<file path="src/rtl/mlc_pkg.sv">
package mlc_pkg;

  typedef enum logic [1:0] {
    ST_I = 2'd0,
    ST_S = 2'd1,
    ST_E = 2'd2,
    ST_M = 2'd3
  } mesi_t;

  typedef enum logic [1:0] {
    OP_LOAD  = 2'd0,
    OP_STORE = 2'd1,
    OP_FADD  = 2'd2,
    OP_RSVD  = 2'd3
  } core_op_t;

  // State left behind after another core's snoop is answered.
  function automatic mesi_t snoop_next(input mesi_t cur, input logic is_rfo);
    if (cur == ST_I) return ST_I;
    return is_rfo ? ST_I : ST_S;
  endfunction

  // State taken by a line filled by a plain bus read.
  function automatic mesi_t fill_state(input logic others_share);
    return others_share ? ST_S : ST_E;
  endfunction

  // Writing needs an ownership request unless the copy is already exclusive.
  function automatic logic needs_rfo(input mesi_t cur);
    return (cur == ST_S) || (cur == ST_I);
  endfunction

endpackage

</file>
<file path="src/rtl/mlc_snoop_port.sv">
module mlc_snoop_port
  import mlc_pkg::*;
#(
  parameter int NLINES = 4,
  parameter int DW     = 8,
  parameter int LW     = 2
) (
  input  logic                        snp_valid,
  input  logic                        snp_kind,
  input  logic [LW-1:0]               snp_line,
  input  mesi_t [NLINES-1:0]          st_q,
  input  logic  [NLINES-1:0]          lock_q,
  input  logic  [NLINES-1:0][DW-1:0]  data_q,
  output logic                        snp_stall,
  output logic                        snp_ack,
  output logic                        snp_hit,
  output logic                        snp_dirty,
  output logic [DW-1:0]               snp_data,
  output logic                        snp_upd,
  output mesi_t                       snp_new_st
);
  mesi_t cur;
  logic  locked;

  assign cur        = st_q[snp_line];
  assign locked     = lock_q[snp_line];
  assign snp_stall  = snp_valid && locked;
  assign snp_ack    = snp_valid && !locked;
  assign snp_hit    = snp_ack && (cur != ST_I);
  assign snp_dirty  = snp_ack && (cur == ST_M);
  assign snp_data   = snp_dirty ? data_q[snp_line] : '0;
  assign snp_upd    = snp_hit;
  assign snp_new_st = snoop_next(cur, snp_kind);
endmodule

</file>
<file path="src/rtl/mlc_core_fsm.sv">
module mlc_core_fsm
  import mlc_pkg::*;
#(
  parameter int NLINES   = 4,
  parameter int DW       = 8,
  parameter int LW       = 2,
  parameter int ATOM_CYC = 3
) (
  input  logic                       clk,
  input  logic                       rst_n,
  input  logic                       req_valid,
  input  logic [1:0]                 req_op,
  input  logic [LW-1:0]              req_line,
  input  logic [DW-1:0]              req_wdata,
  output logic                       req_ready,
  output logic                       resp_valid,
  output logic [DW-1:0]              resp_data,
  input  logic                       snp_valid,
  input  mesi_t [NLINES-1:0]         st_q,
  input  logic [NLINES-1:0][DW-1:0]  data_q,
  output logic                       bus_req_valid,
  output logic                       bus_req_kind,
  output logic [LW-1:0]              bus_req_line,
  input  logic                       bus_gnt,
  input  logic [DW-1:0]              bus_fill_data,
  input  logic                       bus_fill_shared,
  output logic                       wr_en,
  output logic [LW-1:0]              wr_line,
  output mesi_t                      wr_st,
  output logic [DW-1:0]              wr_data,
  output logic                       lock_set,
  output logic                       lock_clr,
  output logic                       atomic_busy
);
  localparam int CW = $clog2(ATOM_CYC + 1);

  typedef enum logic [1:0] {F_IDLE, F_BUS, F_ATOM} fsm_t;

  function automatic logic [DW-1:0] fetch_add_sum(input logic [DW-1:0] a,
                                                  input logic [DW-1:0] b);
    return a + b;
  endfunction

  fsm_t          fsm_q;
  core_op_t      op_q, op_in;
  logic [LW-1:0] line_q;
  logic [DW-1:0] wdata_q, old_q;
  logic [CW-1:0] cnt_q;
  logic          accept, hit_ok, atom_last;
  mesi_t         cur;

  assign op_in       = core_op_t'(req_op);
  assign cur         = st_q[req_line];
  assign req_ready   = (fsm_q == F_IDLE) && !snp_valid;
  assign accept      = req_valid && req_ready;
  assign hit_ok      = (op_in == OP_STORE || op_in == OP_FADD) ? !needs_rfo(cur)
                                                              : (cur != ST_I);
  assign atom_last   = (cnt_q == CW'(ATOM_CYC - 1));
  assign atomic_busy = (fsm_q == F_ATOM);

  assign bus_req_valid = (fsm_q == F_BUS);
  assign bus_req_kind  = (op_q != OP_LOAD);
  assign bus_req_line  = line_q;

  always_comb begin
    wr_en    = 1'b0;
    wr_line  = line_q;
    wr_st    = ST_M;
    wr_data  = '0;
    lock_set = 1'b0;
    lock_clr = 1'b0;
    case (fsm_q)
      F_IDLE: begin
        wr_line = req_line;
        if (accept && hit_ok) begin
          if (op_in == OP_STORE) begin
            wr_en   = 1'b1;
            wr_data = req_wdata;
          end else if (op_in == OP_FADD) begin
            wr_en    = 1'b1;
            wr_data  = data_q[req_line];
            lock_set = 1'b1;
          end
        end
      end
      F_BUS: begin
        if (bus_gnt) begin
          wr_en = 1'b1;
          if (op_q == OP_STORE) begin
            wr_data = wdata_q;
          end else if (op_q == OP_FADD) begin
            wr_data  = bus_fill_data;
            lock_set = 1'b1;
          end else begin
            wr_st   = fill_state(bus_fill_shared);
            wr_data = bus_fill_data;
          end
        end
      end
      F_ATOM: begin
        if (atom_last) begin
          wr_en    = 1'b1;
          wr_data  = fetch_add_sum(old_q, wdata_q);
          lock_clr = 1'b1;
        end
      end
      default: ;
    endcase
  end

  always_ff @(posedge clk) begin
    if (!rst_n) begin
      fsm_q      <= F_IDLE;
      op_q       <= OP_LOAD;
      line_q     <= '0;
      wdata_q    <= '0;
      old_q      <= '0;
      cnt_q      <= '0;
      resp_valid <= 1'b0;
      resp_data  <= '0;
    end else begin
      resp_valid <= 1'b0;
      case (fsm_q)
        F_IDLE: begin
          if (accept) begin
            op_q    <= op_in;
            line_q  <= req_line;
            wdata_q <= req_wdata;
            if (!hit_ok) begin
              fsm_q <= F_BUS;
            end else if (op_in == OP_FADD) begin
              fsm_q <= F_ATOM;
              old_q <= data_q[req_line];
              cnt_q <= '0;
            end else begin
              resp_valid <= 1'b1;
              resp_data  <= data_q[req_line];
            end
          end
        end
        F_BUS: begin
          if (bus_gnt) begin
            if (op_q == OP_FADD) begin
              fsm_q <= F_ATOM;
              old_q <= bus_fill_data;
              cnt_q <= '0;
            end else begin
              fsm_q      <= F_IDLE;
              resp_valid <= 1'b1;
              resp_data  <= bus_fill_data;
            end
          end
        end
        F_ATOM: begin
          cnt_q <= cnt_q + 1'b1;
          if (atom_last) begin
            fsm_q      <= F_IDLE;
            resp_valid <= 1'b1;
            resp_data  <= old_q;
          end
        end
        default: fsm_q <= F_IDLE;
      endcase
    end
  end
endmodule

</file>
<file path="src/rtl/mlc_line_store.sv">
module mlc_line_store
  import mlc_pkg::*;
#(
  parameter int NLINES = 4,
  parameter int DW     = 8,
  parameter int LW     = 2
) (
  input  logic                       clk,
  input  logic                       rst_n,
  input  logic                       snp_upd,
  input  logic [LW-1:0]              snp_line,
  input  mesi_t                      snp_new_st,
  input  logic                       wr_en,
  input  logic [LW-1:0]              wr_line,
  input  mesi_t                      wr_st,
  input  logic [DW-1:0]              wr_data,
  input  logic                       lock_set,
  input  logic                       lock_clr,
  output mesi_t [NLINES-1:0]         st_q,
  output logic [NLINES-1:0]          lock_q,
  output logic [NLINES-1:0][DW-1:0]  data_q
);
  for (genvar g = 0; g < NLINES; g++) begin : g_line
    logic sel_snp, sel_wr;
    assign sel_snp = snp_upd && (snp_line == LW'(g));
    assign sel_wr  = (wr_line == LW'(g));

    always_ff @(posedge clk) begin
      if (!rst_n) begin
        st_q[g]   <= ST_I;
        lock_q[g] <= 1'b0;
        data_q[g] <= '0;
      end else begin
        if (sel_snp) st_q[g] <= snp_new_st;
        if (wr_en && sel_wr) begin
          st_q[g]   <= wr_st;
          data_q[g] <= wr_data;
        end
        if (lock_set && sel_wr)      lock_q[g] <= 1'b1;
        else if (lock_clr && sel_wr) lock_q[g] <= 1'b0;
      end
    end
  end
endmodule

</file>
<file path="src/rtl/mesi_lock_ctrl.sv">
module mesi_lock_ctrl
  import mlc_pkg::*;
#(
  parameter int NLINES   = 4,
  parameter int DW       = 8,
  parameter int ATOM_CYC = 3,
  localparam int LW      = $clog2(NLINES)
) (
  input  logic          clk,
  input  logic          rst_n,
  input  logic          req_valid,
  input  logic [1:0]    req_op,
  input  logic [LW-1:0] req_line,
  input  logic [DW-1:0] req_wdata,
  output logic          req_ready,
  output logic          resp_valid,
  output logic [DW-1:0] resp_data,
  output logic          bus_req_valid,
  output logic          bus_req_kind,
  output logic [LW-1:0] bus_req_line,
  input  logic          bus_gnt,
  input  logic [DW-1:0] bus_fill_data,
  input  logic          bus_fill_shared,
  input  logic          snp_valid,
  input  logic          snp_kind,
  input  logic [LW-1:0] snp_line,
  output logic          snp_stall,
  output logic          snp_ack,
  output logic          snp_hit,
  output logic          snp_dirty,
  output logic [DW-1:0] snp_data
);
  mesi_t [NLINES-1:0]         st_q;
  logic  [NLINES-1:0]         lock_q;
  logic  [NLINES-1:0][DW-1:0] data_q;
  logic                       snp_upd;
  mesi_t                      snp_new_st;
  logic                       wr_en, lock_set, lock_clr, atomic_busy;
  logic  [LW-1:0]             wr_line;
  mesi_t                      wr_st;
  logic  [DW-1:0]             wr_data;

  mlc_snoop_port #(.NLINES(NLINES), .DW(DW), .LW(LW)) u_snoop (
    .snp_valid(snp_valid), .snp_kind(snp_kind), .snp_line(snp_line),
    .st_q(st_q), .lock_q(lock_q), .data_q(data_q),
    .snp_stall(snp_stall), .snp_ack(snp_ack), .snp_hit(snp_hit),
    .snp_dirty(snp_dirty), .snp_data(snp_data),
    .snp_upd(snp_upd), .snp_new_st(snp_new_st)
  );

  mlc_core_fsm #(.NLINES(NLINES), .DW(DW), .LW(LW), .ATOM_CYC(ATOM_CYC)) u_fsm (
    .clk(clk), .rst_n(rst_n),
    .req_valid(req_valid), .req_op(req_op), .req_line(req_line),
    .req_wdata(req_wdata), .req_ready(req_ready),
    .resp_valid(resp_valid), .resp_data(resp_data),
    .snp_valid(snp_valid), .st_q(st_q), .data_q(data_q),
    .bus_req_valid(bus_req_valid), .bus_req_kind(bus_req_kind),
    .bus_req_line(bus_req_line), .bus_gnt(bus_gnt),
    .bus_fill_data(bus_fill_data), .bus_fill_shared(bus_fill_shared),
    .wr_en(wr_en), .wr_line(wr_line), .wr_st(wr_st), .wr_data(wr_data),
    .lock_set(lock_set), .lock_clr(lock_clr), .atomic_busy(atomic_busy)
  );

  mlc_line_store #(.NLINES(NLINES), .DW(DW), .LW(LW)) u_store (
    .clk(clk), .rst_n(rst_n),
    .snp_upd(snp_upd), .snp_line(snp_line), .snp_new_st(snp_new_st),
    .wr_en(wr_en), .wr_line(wr_line), .wr_st(wr_st), .wr_data(wr_data),
    .lock_set(lock_set), .lock_clr(lock_clr),
    .st_q(st_q), .lock_q(lock_q), .data_q(data_q)
  );
endmodule

</file>
<file path="config.mk">
export PLATFORM = sky130hd
export DESIGN_NAME = mesi_lock_ctrl
export DESIGN_NICKNAME = d
export VERILOG_FILES = /design/src/rtl/mlc_pkg.sv /design/src/rtl/mlc_snoop_port.sv /design/src/rtl/mlc_core_fsm.sv /design/src/rtl/mlc_line_store.sv /design/src/rtl/mesi_lock_ctrl.sv
export SDC_FILE = /design/constraint.sdc
export NUM_CORES = 1
export LEC_CHECK = 0
export CORE_UTILIZATION = 30
export CTS_BUF_LIST = sky130_fd_sc_hd__clkbuf_8 sky130_fd_sc_hd__clkbuf_16
export DETAILED_ROUTE_END_ITERATION = 16
export HOLD_SLACK_MARGIN = 0.08
export SLEW_MARGIN = 30
export SYNTH_ARGS = -nofsm -noshare
export SYNTH_HDL_FRONTEND = slang
export SYNTH_SLANG_ARGS = --single-unit
</file>
<file path="constraint.sdc">
create_clock -name clk -period 6 [get_ports clk]
set_clock_uncertainty 0.15 [all_clocks]
set_input_delay 1.8 -clock clk [delete_from_list [all_inputs] [get_ports clk]]
set_output_delay 1.8 -clock clk [all_outputs]
set_load 0.03 [all_outputs]
</file>
=== After elaboration in Yosys (flattened, before gate mapping) ===
Cells that the tools add are included.

* Input port bits: 29
* Word-level logic and storage cells: 189
* Flip-flop bits (word level): 77
* Output and inout port bits: 26

* Reduce and logical (&&, ||, !) cells: 51
* $add $sub $neg: 2
* Mux-type cells: 90
* Equality and inequality tests: 24
* Order comparisons: 2

{| class="wikitable"
|+ Operator list
! kind !! number
|-
| 2-to-1 mux 8 bit || 20
|-
| 2-to-1 mux 2 bit || 29
|-
| case mux 8 bit (3 select lines) || 2
|-
| binary-select mux 8 bit (select 2 bit) || 2
|-
| 2-to-1 mux 1 bit || 28
|-
| nonzero test 2 bit || 12
|-
| logical AND 1 bit || 23
|-
| == test 2 bit, second input constant || 9
|-
| case mux 8 bit (2 select lines) || 1
|-
| == test 2 x 1 -> 1 bit, second input constant || 6
|-
| case mux 2 bit (3 select lines) || 2
|-
| AND reduction 6 bit || 2
|-
| zero test 2 bit || 5
|-
| inequality test 2 x 1 -> 1 bit, second input constant || 5
|-
| adder 8 bit || 1
|-
| binary-select mux 2 bit (select 2 bit) || 2
|-
| AND reduction 7 bit || 1
|-
| < comparator 2 x 3 -> 1 bit, second input constant || 2
|-
| inequality test 2 bit, second input constant || 3
|-
| case mux 1 bit (3 select lines) || 2
|-
| AND reduction 4 bit || 1
|-
| zero test 1 bit || 3
|-
| inequality test 3 bit, second input constant || 1
|-
| nonzero test 3 bit || 1
|-
| other kinds (5) || 6
|}

=== Longest topological paths before layout ===
Gate-level depths: netlist of the first run.

* Depth after elaboration: 11
* Mapped depth: 9
* Gate-level depth less buffers: 7

=== By module ===
Synthesis of the first run repeated with hierarchy kept, for this count alone.

* Cell total of the unflattened synthesis: 559
* Area total of the unflattened synthesis: 4936.0 µm²

{| class="wikitable"
|+ Modules (own cells, without submodules)
! module !! seq. area each (µm²) !! cells each !! instances !! area each (µm²)
|-
| mlc_core_fsm || 660.6 || 306 || 1 || 2601.2
|-
| mlc_line_store || 880.8 || 204 || 1 || 1810.5
|-
| mlc_snoop_port || 0.0 || 49 || 1 || 524.3
|}

=== Worst setup path before layout of the first run ===
Ideal clock, no wire load.

* Kind: input to output
* From: input port snp_line[1]
* To: output port snp_data[0]
* Path buffers: 1
* Data arrival time: 4067 ps
* Stages: 5
* Required time: 4050 ps
* Setup slack: -17 ps
* Path through: clkbuf_1 mux4_2 nor2_1 nand3_1 nor2b_1

* Word-level cells in the longest chain between the ends: 6
* Elaborated cells on any way between the ends: 11
* Those cells by class: eq/ne: 1; mux: 7; reduce/logical: 3

{| class="wikitable"
|+ RTL lines
! item !! line !! source
|-
| start: declaration || mesi_lock_ctrl.sv:26 || <nowiki>input logic [LW-1:0] snp_line,</nowiki>
|-
| binary-select mux 1 bit (select 2 bit) || mlc_snoop_port.sv:26 || <nowiki>assign locked = lock_q[snp_line];</nowiki>
|-
| 2-to-1 mux 1 bit (implied by the code) || mlc_snoop_port.sv:26 ||
|-
| zero test 1 bit || mlc_snoop_port.sv:28 || <nowiki>assign snp_ack = snp_valid && !locked;</nowiki>
|-
| logical AND 1 bit || mlc_snoop_port.sv:28 ||
|-
| net snp_ack || mesi_lock_ctrl.sv:28 || <nowiki>output logic snp_ack,</nowiki>
|-
| logical AND 1 bit || mlc_snoop_port.sv:30 || <nowiki>assign snp_dirty = snp_ack && (cur == ST_M);</nowiki>
|-
| 2-to-1 mux 8 bit || mlc_snoop_port.sv:31 || <nowiki>assign snp_data = snp_dirty ? data_q[snp_line] : '0;</nowiki>
|-
| end: declaration || mesi_lock_ctrl.sv:31 || <nowiki>output logic [DW-1:0] snp_data</nowiki>
|}

The timed path passes the listed nets, and every way through them passes these cells. The select of a mux whose other input is x is not followed.

=== Worst setup path in the final report of the first run ===
* From: input port snp_line[1]
* To: output port snp_data[4]

* Word-level cells in the longest chain between the ends: 6
* Elaborated cells on any way between the ends: 11
* Those cells by class: eq/ne: 1; mux: 7; reduce/logical: 3

{| class="wikitable"
|+ RTL lines
! item !! line
|-
| binary-select mux 1 bit (select 2 bit) || mlc_snoop_port.sv:26
|-
| 2-to-1 mux 1 bit (implied by the code) || mlc_snoop_port.sv:26
|-
| zero test 1 bit || mlc_snoop_port.sv:28
|-
| logical AND 1 bit || mlc_snoop_port.sv:28
|-
| logical AND 1 bit || mlc_snoop_port.sv:30
|-
| 2-to-1 mux 8 bit * || mlc_snoop_port.sv:31
|}

Every way passes the cells marked *; elsewhere a longest branch is shown, timed or not. The select of a mux whose other input is x is not followed.

==> insert_results.sql, run 1 <==
INSERT INTO impl_metrics (metric_group, metric, value, unit) VALUES
('outcome', 'outcome', 'completed', ''),
('floorplan', 'floorplan.core_area', '15200', 'µm²'),
('logic_synthesis', 'ys_seq_area_frac', '0.329', ''),
('flow_run', 'cap_violations', '0', ''),
('floorplan', 'die-height', '127', 'µm'),
('drt', 'detail_route.first_pass.iterations', '5', ''),
('drt', 'final_antenna_net_count', '0', ''),
('power', 'total_power', '1.95', 'mW'),
('logic_synthesis', 'ys.flop_type', 'sky130_fd_sc_hd__dfxtp_1', ''),
('logic_synthesis', 'synth.largest_area_cell', 'sky130_fd_sc_hd__dfxtp_1', ''),
('finish', 'final_core_utilization', '0.375', ''),
('sta', 'worst_slew_margin', '0.445', ''),
('sta', 'setup-violations-final', '0', ''),
('finish', 'drive_above_1_share', '0.124', ''),
('placement', 'gpl.final_weighted_congestion', '0.838', ''),
('placement', 'place.port_buffers', '54', ''),
('worst_setup_path', 'critPathSlowestCell', 'sky130_fd_sc_hd__clkdlybuf4s50_1', ''),
('cts', 'clk_pin_slew_worst_paths', '0.06', 'ns'),
('grt', 'maximum_number_of_pins_on_one_net_before_global_route_repair', '35', ''),
('worst_setup_path', 'critPathCaptureType', 'output pin', ''),
('logic_synthesis', 'synthTopCellsByArea', 'sky130_fd_sc_hd__dfxtp_1 33%, sky130_fd_sc_hd__mux4_2 9.6%, sky130_fd_sc_hd__mux2i_1 8.1%', ''),
('floorplan', 'fp.dieW', '127', 'µm'),
('finish', 'register_area', '1540', 'µm²'),
('finish', 'antenna_cells_inserted', '0', ''),
('finish', 'finalNonFillerCells', '751', ''),
('logic_synthesis', 'netlist.area_leader.share', '0.329', ''),
('worst_setup_path', 'slowest_delay', '0.61', 'ns'),
('logic_synthesis', 'syn-num-nets', '567', ''),
('sta', 'finalMaxSlewViolations', '0', ''),
('cts', 'tritoncts_clock_tree', 'built', ''),
('sta', 'timing.setup.tns', '0', 'ns'),
('finish', 'n_fill_cell', '1536', ''),
('drt', 'drc', '0', ''),
('logic_synthesis', 'synthArstFlopShare', '0', ''),
('cts', 'ctsRootBufferMaster', 'sky130_fd_sc_hd__clkbuf_16', ''),
('min_path', 'worst_hold_path_type', 'flip-flop to flip-flop', ''),
('logic_synthesis', 'yosys.cell_types.count', '53', ''),
('sta', 'timing.final.crit_period', '5.84', 'ns'),
('power', 'static_leak', '2.12', 'nW'),
('grt', 'grt.total_usage', '0.179', ''),
('floorplan', 'std_cell_rows', '45', ''),
('worst_setup_path', 'rr_worst_depth', '8', ''),
('worst_setup_path', 'timing.reg2reg.setup_slack', '2.75', 'ns'),
('logic_synthesis', 'synth.cell_area', '4680', 'µm²'),
('logic_synthesis', 'yosys.cell_count.top_type', 'sky130_fd_sc_hd__dfxtp_1', ''),
('power', 'powerDensity', '341', 'nW/µm²'),
('logic_synthesis', 'synth-warning-count', '0', ''),
('drt', 'dr_total_vias', '4337', ''),
('worst_setup_path', 'reg2reg_to', 'u_fsm.resp_data[6]', ''),
('floorplan', 'io-pin-count', '55', ''),
('finish', 'area.growth.synth_to_final', '21.9', '%'),
('grt', 'globalRoute.totalOverflow', '0', ''),
('sta', 'unrepaired_setup_endpoints_after_global_routing', 'no', ''),
('drt', 'route.detailed.vias_per_inst', '5.77', ''),
('worst_setup_path', 'crit_path_start', 'snp_line[1]', ''),
('worst_setup_path', 'required', '4.05', 'ns'),
('finish', 'finalNetCount', '604', ''),
('placement', 'dp_cells', '735', ''),
('power', 'max-vdd-ir-drop', '0.174', 'mV'),
('worst_setup_path', 'start_kind', 'input port', ''),
('sta', 'post-route-period-util', '0.973', ''),
('worst_setup_path', 'series_of_cell_instances_along_the_critical_path', 'clkdlybuf4s50_1 > mux4_2 > nor2_2 > buf_4 > nand3_1 > buf_4 > nor2b_1 > buf_12', ''),
('worst_setup_path', 'timing.critical_path.buf_inv', '4', ''),
('drt', 'first_iter_violations', '400', ''),
('cts', 'cts_buffer_depth', '2', ''),
('cts', 'insertion_delay', '0.35', 'ns'),
('min_path', 'hold_depth', '2', ''),
('grt', 'grt_first_pass_wirelength', '22300', 'µm'),
('logic_synthesis', 'avg_synthesized_cell_area', '8.98', 'µm²'),
('worst_setup_path', 'crit_top_cell', 'sky130_fd_sc_hd__buf_4', ''),
('logic_synthesis', 'synthCells', '521', '');
==> report_power, final <==
part           switching (mW)  total, mW  internal, mW  leakage (nW)
clock network           0.230      0.537         0.306         0.139
logic                   0.508      0.794         0.286          1.36
registers              0.0483      0.616         0.568         0.623
total                   0.787       1.95          1.16          2.12
==> metal layers <==
layer	global-route usage	up-vias	wire, µm
met3	0.0333	27	726
met2	0.289	139	6560
met4	0.0875	0	390
met5	0	-	0
met1	0.229	2123	6210
li1	-	2048	-
==> cells by family (layout without fill, tap and decap cells) <==
| logic type | after synthesis | after routing | share of synthesized area |
|---|---|---|---|
| compound gates | 167 | 167 | 0.238 |
| simple gates | 141 | 141 | 0.154 |
| flops | 77 | 77 | 0.330 |
| mux | 58 | 58 | 0.178 |
| buf+inv | 58 | 100 | 0.0487 |
| fa+ha+maj | 17 | 17 | 0.0471 |
| xor+xnor | 3 | 3 | 0.00562 |
==> worst reg2reg max path, cell delays in order (launching register included) <==
cell                       delay, ns
sky130_fd_sc_hd__dfxtp_1        0.35
sky130_fd_sc_hd__inv_1          0.12
sky130_fd_sc_hd__ha_1           0.53
sky130_fd_sc_hd__nand3b_1       0.16
sky130_fd_sc_hd__buf_4          0.25
sky130_fd_sc_hd__a222oi_1       0.52
sky130_fd_sc_hd__o21ai_0        0.23
sky130_fd_sc_hd__or3b_2         0.64
sky130_fd_sc_hd__mux2i_1        0.17
==> registers in the layout, summed over array words and instances, names as in the netlist, 2 cells and up <==
signal              count
u_store.lock_q          4
u_fsm.resp_data         8
u_store.st_q            8
u_fsm.cnt_q             2
u_fsm.op_q              2
u_fsm.old_q             8
u_fsm.wdata_q           8
u_fsm.bus_req_line      2
u_fsm.fsm_q             2
u_store.data_q         32
==> stage by stage <==
stage	cell area (µm²)	setup slack [ns]	hold WS [ns]
3_5_place_dp	5400	0.0535	0.314
5_1_grt	5700	0.0477	0.332
2_1_floorplan	4680	0.256	0.288
3_3_place_gp	5400	0.0788	0.297
6_report	5700	0.161	0.315
4_1_cts	5690	0.0490	0.320
==> cells in the final DEF, fill, tap and decap left out, types with 5 or more instances in the layout <==
master                            instances
sky130_fd_sc_hd__a211oi_1                22
sky130_fd_sc_hd__a21oi_1                 60
sky130_fd_sc_hd__a22oi_1                 12
sky130_fd_sc_hd__a311oi_1                14
sky130_fd_sc_hd__a31oi_1                  5
sky130_fd_sc_hd__buf_4                   18
sky130_fd_sc_hd__clkbuf_16                9
sky130_fd_sc_hd__clkdlybuf4s50_1         43
sky130_fd_sc_hd__dfxtp_1                 77
sky130_fd_sc_hd__ha_1                    16
sky130_fd_sc_hd__inv_1                   18
sky130_fd_sc_hd__mux2i_1                 38
sky130_fd_sc_hd__mux4_2                  20
sky130_fd_sc_hd__nand2_1                 58
sky130_fd_sc_hd__nand3_1                 10
sky130_fd_sc_hd__nor2_1                  21
sky130_fd_sc_hd__nor2b_1                 10
sky130_fd_sc_hd__nor3_1                   6
sky130_fd_sc_hd__o211ai_1                 8
sky130_fd_sc_hd__o21ai_0                 15
==> area by class of cell <==
| cell class | count | share of cell area |
|---|---|---|
| Inverter | 18 | 0.0118 |
| Clock buffer | 11 | 0.0443 |
| Timing Repair Buffer | 66 | 0.114 |
| Tap cell | 188 | 0.0412 |
| Clock inverter | 5 | 0.00724 |
| Multi-Input combinational cell | 386 | 0.511 |
| Sequential cell | 77 | 0.270 |
==> repair_timing <==
item,in CTS,in global routing
hold buffers,0,0
resized for setup,0,2
endpoints found under the hold margin,0,0
buffers inserted,0,0
endpoints found under the setup margin,0,1
==> worst max path at each step <==
stage,end,slack (ns),cells after the start
after CTS,snp_hit,0.05,5
after global placement,snp_hit,0.08,5
after floorplan,snp_data[0],0.26,5
final,snp_data[4],0.16,8
after global routing,snp_data[4],0.05,8
after detailed placement,snp_hit,0.05,5
Note: power is estimated with default switching activity, not from simulation.
==> inputs of run 2 (changes only) <==
--- a/config.mk
+++ b/config.mk
@@ -5,10 +5,12 @@
 export SDC_FILE = /design/constraint.sdc
 export NUM_CORES = 1
 export LEC_CHECK = 0
+export ABC_CLOCK_PERIOD_IN_PS = 6000
 export CORE_UTILIZATION = 30
 export CTS_BUF_LIST = sky130_fd_sc_hd__clkbuf_8 sky130_fd_sc_hd__clkbuf_16
 export DETAILED_ROUTE_END_ITERATION = 16
 export HOLD_SLACK_MARGIN = 0.08
+export REMOVE_ABC_BUFFERS = 1
 export SLEW_MARGIN = 30
 export SYNTH_ARGS = -nofsm -noshare
 export SYNTH_HDL_FRONTEND = slang
==> run 2 against run 1 <==
Via count is 0.46% lower. Total power is 0.77% higher. Sequential power hardly changed. Critical endpoint is now snp_hit. Flip-flop and latch count stayed put. Routed wire length is 0.99% higher. Clock power is 2% higher. Die area stayed put. Sequential share of layout area is 0.19 points higher. Non-clock buffer count is 2 lower. Combinational power is 0.5% higher. Critical path type unchanged.
==> insert_results.sql, run 2 (synthesis gave the netlist of run 1 again) <==
INSERT INTO impl_metrics (metric_group, metric, value, unit) VALUES
('sta', 'worstMarginPinSlew', '0.807', 'ns'),
('floorplan', 'fp.dieW', '127', 'µm'),
('floorplan', 'floorplan.core_area', '15200', 'µm²'),
('grt', 'grt_pass1_vias', '4281', ''),
('worst_setup_path', 'timing_worst_setup_path_type', 'input port to output pin', ''),
('drt', 'dr_total_vias', '4317', ''),
('sta', 'timing.final.hold_violations', '0', ''),
('finish', 'n_fill_cell', '1522', ''),
('finish', 'largest_register_ff_count', '32', ''),
('floorplan', 'std_cell_rows', '45', ''),
('power', 'power_frac_comb', '0.407', ''),
('drt', 'first_iter_violations', '351', ''),
('floorplan', 'fp.dieArea', '16100', 'µm²'),
('cts', 'numClockSinks', '77', ''),
('min_path', 'worst_hold_path_type', 'flip-flop to flip-flop', ''),
('drt', 'wl_per_cell', '18.7', 'µm'),
('drt', 'drc', '0', ''),
('power', 'internal_power', '1.18', 'mW'),
('worst_setup_path', 'critical_path_peak_fanout', '14', ''),
('finish', 'area.growth.synth_to_final', '21.0', '%'),
('sta', 'timing.fmax', '174', 'MHz'),
('worst_setup_path', 'timing.reg2reg.setup_slack', '2.81', 'ns'),
('drt', 'wirelength_routed', '14000', 'µm'),
('grt', 'globalRoute.totalOverflow', '0', ''),
('flow_run', 'cap_violations', '0', ''),
('power', 'static_leak', '2.09', 'nW'),
('worst_setup_path', 'critPathCaptureType', 'output pin', ''),
('finish', 'multi_input_comb_area', '2920', 'µm²'),
('sta', 'post-route-period-util', '0.956', ''),
('grt', 'grt.busiest_layer', 'met2', ''),
('cts', 'cts_made_buffers', '9', ''),
('grt', 'grt_first_pass_wirelength', '22800', 'µm'),
('floorplan', 'starting_density_of_the_core', '0.308', ''),
('cts', 'ctsRootBufferMaster', 'sky130_fd_sc_hd__clkbuf_16', ''),
('finish', 'register_area', '1540', 'µm²'),
('cts', 'ctsHtreeMaxLevel', '3', ''),
('floorplan', 'die-height', '127', 'µm'),
('cts', 'cts_buffer_depth', '2', ''),
('drt', 'final_antenna_net_count', '0', ''),
('power', 'part_of_the_power_in_registers', '0.313', ''),
('worst_setup_path', 'start_kind', 'input port', ''),
('power', 'powerDensity', '346', 'nW/µm²'),
('worst_setup_path', 'crit_top_cell', 'sky130_fd_sc_hd__buf_4', ''),
('worst_setup_path', 'timing.critical_path.buf_inv', '3', ''),
('drt', 'route.detailed.vias_per_inst', '5.76', ''),
('finish', 'drive_above_1_share', '0.121', ''),
('cts', 'post_cts.repair.setup_buffers', '0', ''),
('grt', 'antenna_found_initial', '0', ''),
('placement', 'postPlaceCellArea', '5350', 'µm²'),
('power', 'max-vdd-ir-drop', '0.159', 'mV'),
('sta', 'worst_slew_margin', '0.462', ''),
('finish', 'finalNetCount', '602', ''),
('finish', 'mostFrequentLayoutCell', 'sky130_fd_sc_hd__dfxtp_1', ''),
('cts', 'clk_pin_slew_worst_paths', '0.06', 'ns'),
('sta', 'timing.final.crit_period', '5.74', 'ns'),
('finish', 'finalInstanceArea', '5660', 'µm²'),
('sta', 'unrepaired_setup_endpoints_after_global_routing', 'no', ''),
('grt', 'gr-usage-met1', '0.236', ''),
('worst_setup_path', 'critPathSlowestCell', 'sky130_fd_sc_hd__mux4_2', ''),
('worst_setup_path', 'series_of_cell_instances_along_the_critical_path', 'clkdlybuf4s50_1 > buf_4 > mux4_2 > or2_2 > and2_1 > buf_4', ''),
('placement', 'gpl.final_weighted_congestion', '0.879', ''),
('worst_setup_path', 'slowest_delay', '0.55', 'ns'),
('finish', 'max_flop_register', 'u_store.data_q', ''),
('outcome', 'outcome', 'completed', ''),
('power', 'share_clk_of_total_power', '0.280', ''),
('cts', 'insertion_delay', '0.34', 'ns'),
('sta', 'timing.setup.tns', '0', 'ns'),
('power', 'total_power', '1.96', 'mW'),
('finish', 'commonest_cells_after_routing_fill_and_taps_aside', '77 x sky130_fd_sc_hd__dfxtp_1, 60 x sky130_fd_sc_hd__a21oi_1, 58 x sky130_fd_sc_hd__nand2_1, 43 x sky130_fd_sc_hd__clkdlybuf4s50_1, 38 x sky130_fd_sc_hd__mux2i_1', ''),
('sta', 'finalMaxSlewViolations', '0', ''),
('grt', 'fraction_of_met2_tracks_used_by_global_routing', '0.299', ''),
('power', 'netSwitchingFraction', '0.401', ''),
('cts', 'tritoncts_clock_tree', 'built', ''),
('worst_setup_path', 'required', '4.05', 'ns'),
('floorplan', 'io-pin-count', '55', ''),
('worst_setup_path', 'critPathArrivalTime', '3.79', 'ns'),
('grt', 'met3_usage', '0.0367', ''),
('placement', 'place.port_buffers', '54', ''),
('sta', 'setup-violations-final', '0', ''),
('grt', 'grt.total_usage', '0.180', ''),
('drt', 'detail_route.first_pass.iterations', '7', ''),
('power', 'netSwitchingPower', '0.786', 'mW'),
('grt', 'maximum_number_of_pins_on_one_net_before_global_route_repair', '58', ''),
('placement', 'hpwl', '10200', 'µm'),
('worst_setup_path', 'cp_top_family', 'buffers and inverters', ''),
('finish', 'antenna_cells_inserted', '0', '');
==> run 2: layout make-up <==
| cell class | instances | area share |
|---|---|---|
| clock buffer | 9 | 0.0398 |
| clock inverter | 7 | 0.0133 |
| inverter | 18 | 0.0119 |
| multi-input combinational | 386 | 0.515 |
| sequential | 77 | 0.272 |
| tap | 188 | 0.0415 |
| timing repair buffer | 64 | 0.106 |
==> run 2: per-stage QoR <==
step,hold slack (ns),setup WS (ns),instances,utilization
3_5_place_dp,0.309,0.145,733,0.352
3_3_place_gp,0.297,0.127,733,0.352
2_1_floorplan,0.288,0.259,481,-
4_1_cts,0.317,0.123,749,0.372
5_1_grt,0.338,0.144,749,0.373
6_report,0.311,0.265,749,0.373
==> run 2: power groups by stage <==
stage | logic (mW) | registers [mW] | clock network, mW
final | 0.798 | 0.615 | 0.549
after global routing | 0.872 | 0.622 | 0.578
after CTS | 0.790 | 0.614 | 0.556
after detailed placement | 0.786 | 0.624 | 0
after global placement | 0.770 | 0.622 | 0
after floorplan | 0.530 | 0.634 | 0
==> run 2: worst paths after layout <==
kind,from,to,depth (start not counted)
max,snp_line[1],snp_hit,6
min reg2reg,u_fsm.resp_data[5],u_fsm.resp_data[5],2
max reg2reg,u_fsm.fsm_q[1],u_fsm.resp_data[3],8
min,u_fsm.resp_data[5],u_fsm.resp_data[5],2
==> run 2: metal layers <==
metal	wire, µm	up-vias
met5	0	-
met2	6490	178
met3	978	27
met4	240	0
met1	6310	2065
li1	-	2047
==> run 2: worst register-to-register path: stages, from the launching register on <==
cell,delay (ns)
sky130_fd_sc_hd__dfxtp_1,0.35
sky130_fd_sc_hd__inv_1,0.11
sky130_fd_sc_hd__ha_1,0.54
sky130_fd_sc_hd__nand3b_1,0.13
sky130_fd_sc_hd__buf_4,0.24
sky130_fd_sc_hd__a222oi_1,0.54
sky130_fd_sc_hd__o21ai_0,0.21
sky130_fd_sc_hd__or3b_2,0.63
sky130_fd_sc_hd__mux2i_1,0.17
==> run 2: timing repair <==
action,CTS,global route
setup endpoints to repair,0,1
endpoints found under the hold margin,0,0
gates resized for setup,0,1
hold buffers,0,0
